--- config.mk ---
export PLATFORM = sky130hd
export DESIGN_NAME = spi_byte_slave
export DESIGN_NICKNAME = d
export VERILOG_FILES = /design/src/rtl/spi_byte_pkg.sv /design/src/rtl/spi_pin_sync.sv /design/src/rtl/spi_edge_det.sv /design/src/rtl/spi_rx_shift.sv /design/src/rtl/spi_tx_shift.sv /design/src/rtl/spi_byte_slave.sv
export SDC_FILE = /design/constraint.sdc
export NUM_CORES = 1
export LEC_CHECK = 0
export BUFFER_PORTS_ARGS = -buffer_cell sky130_fd_sc_hd__buf_4
export CELL_PAD_IN_SITES_DETAIL_PLACEMENT = 1
export CELL_PAD_IN_SITES_GLOBAL_PLACEMENT = 2
export CORE_UTILIZATION = 35
export DETAILED_ROUTE_END_ITERATION = 12
export GPL_TIMING_DRIVEN = 0
export PLACE_DENSITY = 0.78
export SLEW_MARGIN = 20
export SYNTH_ARGS = -nofsm -noshare
export SYNTH_HDL_FRONTEND = slang
export SYNTH_SLANG_ARGS = --single-unit
--- constraint.sdc ---
create_clock -name clk -period 2.6 [get_ports clk]
set_input_delay 0.26 -clock clk [delete_from_list [all_inputs] [get_ports clk]]
set_output_delay 0.26 -clock clk [all_outputs]
set_load 0.03 [all_outputs]
--- src/rtl/spi_byte_pkg.sv ---
package spi_byte_pkg;
  localparam int unsigned BYTE_W      = 8;
  localparam int unsigned SYNC_STAGES = 2;
  localparam int unsigned PIN_CNT     = 3;
  // pin slot order inside the synchronizer bank
  localparam int unsigned PIN_SI  = 0;
  localparam int unsigned PIN_SCK = 1;
  localparam int unsigned PIN_CS  = 2;
  typedef enum logic { PH_RX = 1'b0, PH_TX = 1'b1 } phase_e;
endpackage

--- src/rtl/spi_pin_sync.sv ---
module spi_pin_sync #(
  parameter int unsigned WIDTH  = 3,
  parameter int unsigned STAGES = 2,
  parameter logic [WIDTH-1:0] RST_VAL = '0
) (
  input  logic             clk,
  input  logic             rst,
  input  logic [WIDTH-1:0] pins_in,
  output logic [WIDTH-1:0] pins_sync
);
  genvar g;
  generate
    for (g = 0; g < WIDTH; g++) begin : g_pin
      logic [STAGES-1:0] chain;
      always_ff @(posedge clk) begin
        if (rst) chain <= {STAGES{RST_VAL[g]}};
        else     chain <= {chain[STAGES-2:0], pins_in[g]};
      end
      assign pins_sync[g] = chain[STAGES-1];
    end
  endgenerate
endmodule

--- src/rtl/spi_edge_det.sv ---
module spi_edge_det #(
  parameter logic RST_VAL = 1'b0
) (
  input  logic clk,
  input  logic rst,
  input  logic level,
  output logic rise,
  output logic fall
);
  logic prev;
  always_ff @(posedge clk) begin
    if (rst) prev <= RST_VAL;
    else     prev <= level;
  end
  assign rise = level & ~prev;
  assign fall = ~level & prev;
endmodule

--- src/rtl/spi_rx_shift.sv ---
module spi_rx_shift #(
  parameter int unsigned W = 8
) (
  input  logic         clk,
  input  logic         rst,
  input  logic         shift_en,
  input  logic         din,
  output logic [W-1:0] word
);
  always_ff @(posedge clk) begin
    if (rst)           word <= '0;
    else if (shift_en) word <= {word[W-2:0], din};
  end
endmodule

--- src/rtl/spi_tx_shift.sv ---
module spi_tx_shift #(
  parameter int unsigned W = 8
) (
  input  logic         clk,
  input  logic         rst,
  input  logic         load,
  input  logic [W-1:0] load_word,
  input  logic         shift_en,
  output logic         dout
);
  logic [W-1:0] sh;
  always_ff @(posedge clk) begin
    if (rst)           sh <= '0;
    else if (load)     sh <= load_word;
    else if (shift_en) sh <= {sh[W-2:0], 1'b0};
  end
  assign dout = sh[W-1];
endmodule

--- src/rtl/spi_byte_slave.sv ---
module spi_byte_slave
  import spi_byte_pkg::*;
#(
  parameter int unsigned W = BYTE_W
) (
  input  logic         clk,
  input  logic         rst,
  input  logic         spi_sck,
  input  logic         spi_cs_n,
  input  logic         spi_mosi,
  output logic         spi_miso,
  output logic         spi_miso_oe,
  output logic         rx_valid,
  output logic [W-1:0] rx_data,
  input  logic         tx_request,
  input  logic [W-1:0] tx_data,
  output logic         tx_taken,
  output logic         xfer_start,
  output logic         xfer_end
);
  localparam int unsigned CNT_W = (W > 1) ? $clog2(W) : 1;
  localparam logic [CNT_W-1:0] LAST_BIT = CNT_W'(W - 1);

  logic [PIN_CNT-1:0] raw_pins, sync_pins;
  logic sck_s, cs_s, si_s;
  logic sck_rise, sck_fall, cs_rise, cs_fall;

  assign raw_pins[PIN_SI]  = spi_mosi;
  assign raw_pins[PIN_SCK] = spi_sck;
  assign raw_pins[PIN_CS]  = spi_cs_n;

  spi_pin_sync #(
    .WIDTH(PIN_CNT), .STAGES(SYNC_STAGES), .RST_VAL(3'b100)
  ) u_sync (
    .clk(clk), .rst(rst), .pins_in(raw_pins), .pins_sync(sync_pins)
  );

  assign si_s  = sync_pins[PIN_SI];
  assign sck_s = sync_pins[PIN_SCK];
  assign cs_s  = sync_pins[PIN_CS];

  spi_edge_det #(.RST_VAL(1'b0)) u_sck_edge (
    .clk(clk), .rst(rst), .level(sck_s), .rise(sck_rise), .fall(sck_fall)
  );
  spi_edge_det #(.RST_VAL(1'b1)) u_cs_edge (
    .clk(clk), .rst(rst), .level(cs_s), .rise(cs_rise), .fall(cs_fall)
  );

  phase_e           phase;
  logic [CNT_W-1:0] bit_cnt;
  logic             at_boundary, do_load, rx_shift, tx_shift, last_edge;
  logic [W-1:0]     rx_word;
  logic             so_bit;

  // a byte boundary is bit position 0 with no transmit byte pending
  assign at_boundary = !cs_s && (bit_cnt == '0) && (phase == PH_RX);
  assign do_load     = at_boundary && tx_request && !sck_rise;
  assign rx_shift    = !cs_s && sck_rise && (phase == PH_RX);
  // the first falling edge of a byte (mode 3 lead-in, or mode 0 tail) never shifts
  assign tx_shift    = !cs_s && sck_fall && (phase == PH_TX) && (bit_cnt != '0);
  assign last_edge   = sck_rise && (bit_cnt == LAST_BIT);

  spi_rx_shift #(.W(W)) u_rx (
    .clk(clk), .rst(rst), .shift_en(rx_shift), .din(si_s), .word(rx_word)
  );

  spi_tx_shift #(.W(W)) u_tx (
    .clk(clk), .rst(rst), .load(do_load), .load_word(tx_data),
    .shift_en(tx_shift), .dout(so_bit)
  );

  always_ff @(posedge clk) begin
    if (rst) begin
      phase      <= PH_RX;
      bit_cnt    <= '0;
      rx_valid   <= 1'b0;
      rx_data    <= '0;
      tx_taken   <= 1'b0;
      xfer_start <= 1'b0;
      xfer_end   <= 1'b0;
    end else begin
      rx_valid   <= 1'b0;
      tx_taken   <= 1'b0;
      xfer_start <= cs_fall;
      xfer_end   <= cs_rise;
      if (cs_s) begin
        // deselected: drop any partial byte and return to bit 0
        phase   <= PH_RX;
        bit_cnt <= '0;
      end else begin
        if (do_load) begin
          phase    <= PH_TX;
          tx_taken <= 1'b1;
        end
        if (sck_rise) begin
          bit_cnt <= (bit_cnt == LAST_BIT) ? '0 : bit_cnt + 1'b1;
          if (last_edge) begin
            if (phase == PH_RX) begin
              rx_valid <= 1'b1;
              rx_data  <= {rx_word[W-2:0], si_s};
            end
            phase <= PH_RX;
          end
        end
      end
    end
  end

  assign spi_miso_oe = (phase == PH_TX);
  assign spi_miso    = so_bit & (phase == PH_TX);
endmodule

==> results of run 1 <==
## cell families after synthesis
logic type,Yosys count
buffers and inverters,14
multiplexers,8
flip-flops,39
AO/OA/AOI/OAI,26
adder cells (fa/ha/maj),3
AND/OR/NAND/NOR,66
## worst max path at each step
stage                                          to                     from  slack [ps]
after floorplan           u_tx.sh[7]$_SDFFE_PP0P_   spi_miso_oe$_SDFF_PP0_        1180
after global placement    u_tx.sh[3]$_SDFFE_PP0P_  bit_cnt[0]$_SDFFE_PP0N_        1070
after detailed placement  u_tx.sh[2]$_SDFFE_PP0P_  bit_cnt[0]$_SDFFE_PP0N_         950
after CTS                 u_tx.sh[2]$_SDFFE_PP0P_  bit_cnt[0]$_SDFFE_PP0N_         930
after global routing      u_tx.sh[4]$_SDFFE_PP0P_  bit_cnt[0]$_SDFFE_PP0N_         820
final                     u_tx.sh[2]$_SDFFE_PP0P_  bit_cnt[0]$_SDFFE_PP0N_         960
## where the power goes
group          internal (mW)  switching [mW]  total, mW
registers              0.607         0.00554      0.613
clock network          0.310           0.204      0.515
logic                 0.0262          0.0243     0.0506
total                  0.944           0.234       1.18
## flip-flops by register name, indices dropped and copies added (netlist names)
| name | count |
|---|---|
| spi_miso_oe | 1 |
| u_sync.g_pin.chain | 6 |
| xfer_start | 1 |
| u_cs_edge.prev | 1 |
| u_tx.sh | 8 |
| u_sck_edge.prev | 1 |
| bit_cnt | 3 |
| rx_valid | 1 |
| rx_data | 8 |
| u_rx.word | 7 |
| xfer_end | 1 |
| tx_taken | 1 |
## metal layers
layer / vias to the layer above / GRT usage [%] / part of all wire, %
li1: 594 / - / -
met2: 22 / 28.4 / 50
met1: 534 / 17.3 / 45
met4: 0 / 5.59 / 1.1
met5: - / 0 / 0
met3: 5 / 5.65 / 4.0
## area by class of cell
cell class              count  area, sq um  area share (%)
repair buffers             27          203            10.9
flip-flops and latches     39          781            41.9
multi-input cells         103          622            33.4
clock buffers               6         82.6            4.44
plain buffers               9         57.6            3.09
clock inverters             2         35.0            1.88
inverters                   5         18.8            1.01
well taps                  50         62.6            3.36
## worst max-delay path, delay by kind of cell, from the launching register on
family / cells / cell delay, ps
mux: 1 / 200
buf+inv: 2 / 210
simple gates: 2 / 530
compound gates: 1 / 90
flops: 1 / 340
fa+ha+maj: 1 / 130
## through the flow
stage | area, sq um | total power, mW | hold slack (ps) | instances
5_1_grt | 1860 | 1.23 | 151 | 241
3_3_place_gp | 1740 | 0.676 | 393 | 233
2_1_floorplan | 1480 | 0.652 | 332 | 156
6_report | 1860 | 1.18 | 154 | 241
4_1_cts | 1860 | 1.20 | 150 | 241
3_5_place_dp | 1740 | 0.679 | 407 | 233
## placed cells by master, fill, tap and decap left out, types with 2 or more instances in the layout
cell type,count
nor2_1,13
mux2i_1,8
nand2_1,22
clkbuf_8,6
nor2b_1,6
dfxtp_1,39
a21oi_1,18
buf_6,2
ha_1,3
a211oi_1,6
buf_4,29
clkbuf_1,4
nand3_1,9
inv_1,5
nor3b_1,2
nand2b_1,2
or2_2,3
==> results.ini, run 1 <==
[yosys]
synth_adder_area_share_pct=2.54
synth-simple-area-share_pct=24.2
synthDistinctLibCells=28
synth-main-ff-cell=dfxtp_1
async_flop_share_pct=0
synthXorXnorAreaFrac_pct=0
yosysSeqAreaShare_pct=52.8
synth_area_sq_um=1480
synthTopCellsByArea=dfxtp_1 53%, a21oi_1 6.1%, nand2_1 5.6%, mux2i_1 5.4%, nor2_1 3.3%
synth_warnings=0
synth_nets=173
synth_edf_count=0
synth_area_leader_cell=dfxtp_1
netlist_top_cells_count=39 x dfxtp_1, 22 x nand2_1, 18 x a21oi_1
ys_seq_elements=39
netlist_instances=156
synth-compound-area-share_pct=9.90
yosysMostFrequentCell=dfxtp_1
synth.avg_cell_area_sq_um=9.48
synth_top_family_by_area=simple AND/OR/NAND/NOR gates
synth_top_area_share_pct=52.8
synthMuxAreaShare_pct=5.41

[finish]
drive_gt1_share_pct=24.6
antenna_cells=0
n_fill_cell=484
final_nets=207
area_delta_synth_final_pct=25.9
post-route-util_pct=46.2

[critical_path]
crit_chain=inv_1 -> ha_1 -> nor2b_1 -> nand2b_2 -> buf_6 -> mux2i_1 -> a211oi_1
ff2ff_path_depth=7
slowest_stage=dfxtp_1
crit_fanout=9
cp_slowest_stage_delay_ps=340
ff2ff_setup_slack_ps=960
start_kind=register
cp_data_required_time_ps=2750
critPathKind=reg -> reg
critPathArrivalTime_ps=1790
rr_endpoint=u_tx.sh[2]$_SDFFE_PP0P_
reg2reg_from=bit_cnt[0]$_SDFFE_PP0N_
endpoint_kind=register

[sta]
drv_slew=0
setup-violations-final=0
fmax_mhz=610
worstMarginPinSlew_ps=507
hold_viol_final=0
rsz0062_at_grt=false
layout_setup_ws_ps=961
slew_headroom_pct=66.0
period_needed_ps=1640
finalCritPeriodShare_pct=63.0
fin_skew_ps=6.50
finalSetupTns_ps=0

[clock_tree]
cts.sinks=39
post_cts_buffers=0
cts_tree=built
cts-htree-levels=2
cts_hold_buf=0
cts.clk_slew.worst_paths_ps=70
clock_path_buffers=2
ctsResizeCount=0
clk_latency_ps=290
cts-root-buf=clkbuf_8
numCtsBuffers=5

[global_routing]
antenna_found_initial=0
grt_pass1_wl_um=5120
grt-ovfl-total=0
grt_pass1_vias=1155
track_usage_pct=16.0
grt_max_degree=13

[floorplan]
start_util_pct=36.7
die-area_sq_um=4490
die_h_um=67.0
rows=23
die_w_um=67.0
core_area_sq_um=4030
io_pins=28

[place]
place_worst_setup_slack_ps=954
io_buffers=27
hpwl_um=2280
place_congestion=0.712

[worst_hold_path]
min_from=spi_cs_n
hp-class=in -> reg
min_path_cells=2
min_to=u_sync.g_pin[2].chain[0]$_SDFF_PP1_

[outcome]
outcome=finished, final reports clean

[pwr]
peakVddDrop_v=0.000300
p_leak_nw=0.781
power_density_nw_per_um2=633

[drt]
wire_per_inst_um=13.0
viasPerCell=4.79
vias=1155
ant_nets=0
drc=0
detail_route.iter0.violations=32
totalWireLength_um=3130
first_pass_iters=3

[run]
maxCapViolations=0

Note: power is estimated with default switching activity, not from simulation.
==> run 2: changes to the inputs <==
--- a/config.mk
+++ b/config.mk
@@ -8,10 +8,10 @@
 export BUFFER_PORTS_ARGS = -buffer_cell sky130_fd_sc_hd__buf_4
 export CELL_PAD_IN_SITES_DETAIL_PLACEMENT = 1
 export CELL_PAD_IN_SITES_GLOBAL_PLACEMENT = 2
-export CORE_UTILIZATION = 35
+export CORE_UTILIZATION = 32
 export DETAILED_ROUTE_END_ITERATION = 12
 export GPL_TIMING_DRIVEN = 0
-export PLACE_DENSITY = 0.78
+export PLACE_DENSITY = 0.72
 export SLEW_MARGIN = 20
 export SYNTH_ARGS = -nofsm -noshare
 export SYNTH_HDL_FRONTEND = slang
==> constraint.sdc (replaced) <==
create_clock -name clk -period 1.65 [get_ports clk]
set_input_delay 0.165 -clock clk [delete_from_list [all_inputs] [get_ports clk]]
set_output_delay 0.165 -clock clk [all_outputs]
set_load 0.03 [all_outputs]
==> results.ini, run 2 (same netlist as run 1, synthesis figures left out) <==
[clock_tree]
clock_path_buffers=2  ; unchanged
cts_tree=built
numCtsBuffers=5  ; unchanged
clk_latency_ps=280  ; about the same
cts.sinks=39  ; unchanged
cts.clk_slew.worst_paths_ps=70  ; about the same
cts-htree-levels=2  ; unchanged
cts-root-buf=clkbuf_8

[drt]
wire_per_inst_um=13.1  ; +0.95%
detail_route.iter0.violations=23  ; -28%
vias=1164  ; +0.78%
ant_nets=0  ; unchanged
viasPerCell=4.75  ; -0.87%
drc=0  ; unchanged
totalWireLength_um=3210  ; +2.6%
first_pass_iters=4  ; +1

[global_routing]
grt_pass1_vias=1171  ; +1.4%
busiest_layer=met2
track_usage_pct=14.4  ; -1.6 points
met2_usage_pct=24.9  ; -3.5 points
grt-ovfl-total=0  ; unchanged
grt_util_met3_pct=3.03  ; -2.6 points
grt_max_degree=12  ; -1
gr-usage-met1_pct=17.2  ; -0.075 points
grt_pass1_wl_um=5460  ; +6.6%
antenna_found_initial=0  ; unchanged

[floorplan]
die_h_um=70.0  ; +4.4%
start_util_pct=33.7  ; -3.0 points
rows=24  ; +4.3%
die-area_sq_um=4900  ; +9.1%
die_w_um=70.0  ; +4.4%
io_pins=28  ; unchanged
core_area_sq_um=4380  ; +8.8%

[critical_path]
start_kind=register
critPathArrivalTime_ps=1730  ; -60 ps
crit_fanout=9  ; unchanged
critPathKind=reg -> reg
cp_data_required_time_ps=1850  ; -900 ps
endpoint_kind=register

[finish]
reg.largest.list=rx_data x8, u_tx.sh x8, u_rx.word x7
layout_common_cells=38 x dfxtp_1, 31 x buf_4, 22 x nand2_1
layout_commonest_cell=dfxtp_1
drive_gt1_share_pct=25.9  ; +1.3 points
n_fill_cell=518  ; +7.0%
area_delta_synth_final_pct=25.2
final_nets=209  ; +0.97%
antenna_cells=0  ; unchanged

[sta]
hold-worst-slack_ps=63.1  ; -91.2 ps
finalCritPeriodShare_pct=92.7  ; +30 points
slew_headroom_pct=63.9  ; -2.2 points
drv_slew=0  ; unchanged
period_needed_ps=1530  ; -109 ps
rsz0062_at_grt=false
fmax_mhz=654  ; +7.1%
finalSetupTns_ps=0  ; unchanged
worstMarginPinSlew_ps=542  ; +34.5 ps
setup-violations-final=0  ; unchanged
fin_skew_ps=3.39  ; -3.11 ps
layout_setup_ws_ps=120  ; -841 ps
hold_viol_final=0  ; unchanged

[outcome]
outcome=finished, final reports clean

[pwr]
p_leak_nw=0.777  ; -0.52%
peakVddDrop_v=0.000420  ; +40%
power_mw=1.66  ; +41%
power_density_nw_per_um2=897  ; +42%

[place]
io_buffers=27  ; unchanged
place_worst_setup_slack_ps=72.0  ; -882 ps
hpwl_um=2300  ; +0.79%
place_congestion=0.668  ; -6.2%

[worst_hold_path]
hp-class=in -> reg

[run]
maxCapViolations=0  ; unchanged

[run 2: cell count changes in the layout (fill, tap and decap cells not counted), sizes merged]
cell | before | now
buf | 32 | 34
clkbuf | 10 | 11
bufinv | 1 | 0
[run 2: cell type report]
cell class	instances	area (sq um)	share of cell area, %
clock buffers	7	76.3	4.12
multi-input cells	103	629	34.0
plain buffers	9	57.6	3.11
well taps	52	65.1	3.51
inverters	5	18.8	1.01
clock inverters	1	5.00	0.270
flip-flops and latches	39	782	42.2
repair buffers	29	218	11.8
[run 2: final timing paths]
check                                                         start                                  end  slack, ps  cells past startpoint
worst max-delay path                        bit_cnt[0]$_SDFFE_PP0N_              u_tx.sh[3]$_SDFFE_PP0P_        120                      7
worst min-delay path                                       spi_cs_n  u_sync.g_pin[2].chain[0]$_SDFF_PP1_         60                      2
worst max register to register              bit_cnt[0]$_SDFFE_PP0N_              u_tx.sh[3]$_SDFFE_PP0P_        120                      7
worst min register to register  u_sync.g_pin[2].chain[0]$_SDFF_PP1_  u_sync.g_pin[2].chain[1]$_SDFF_PP1_        410                      1
[run 2: report_power, final]
group,internal (mW),switching [mW],leakage (nW)
Sequential,0.957,0.00834,0.317
Clock,0.297,0.317,0.0422
Combinational,0.0422,0.0397,0.418
Total,1.30,0.365,0.777
[run 2: metal layers]
metal	wire, um	part of all wire, %
met2	1610	50
met1	1480	46
met4	35	1.1
met5	0	0
met3	83	2.6
[run 2: timing repair]
item / 4_1_cts / 5_1_grt
hold endpoints to repair: 0 / 0
resized for setup: 0 / 3
endpoints found under the setup margin: 0 / 10
setup buffers: 0 / 2
hold buffers: 0 / 0
[run 2: critical path, cell delays in order, from the launching register on]
cell	delay, ps
dfxtp_2	350
inv_1	40
ha_1	170
nor2b_2	170
nand2b_2	180
buf_6	150
mux2i_1	140
a211oi_2	230
[run 2: metrics by stage]
step                      area (sq um)  util (%)  cells
after floorplan                   1480         -    156
after global placement            1750      39.8    235
after detailed placement          1750      39.8    235
after CTS                         1830      41.7    243
after global routing              1850      42.2    245
final                             1850      42.2    245
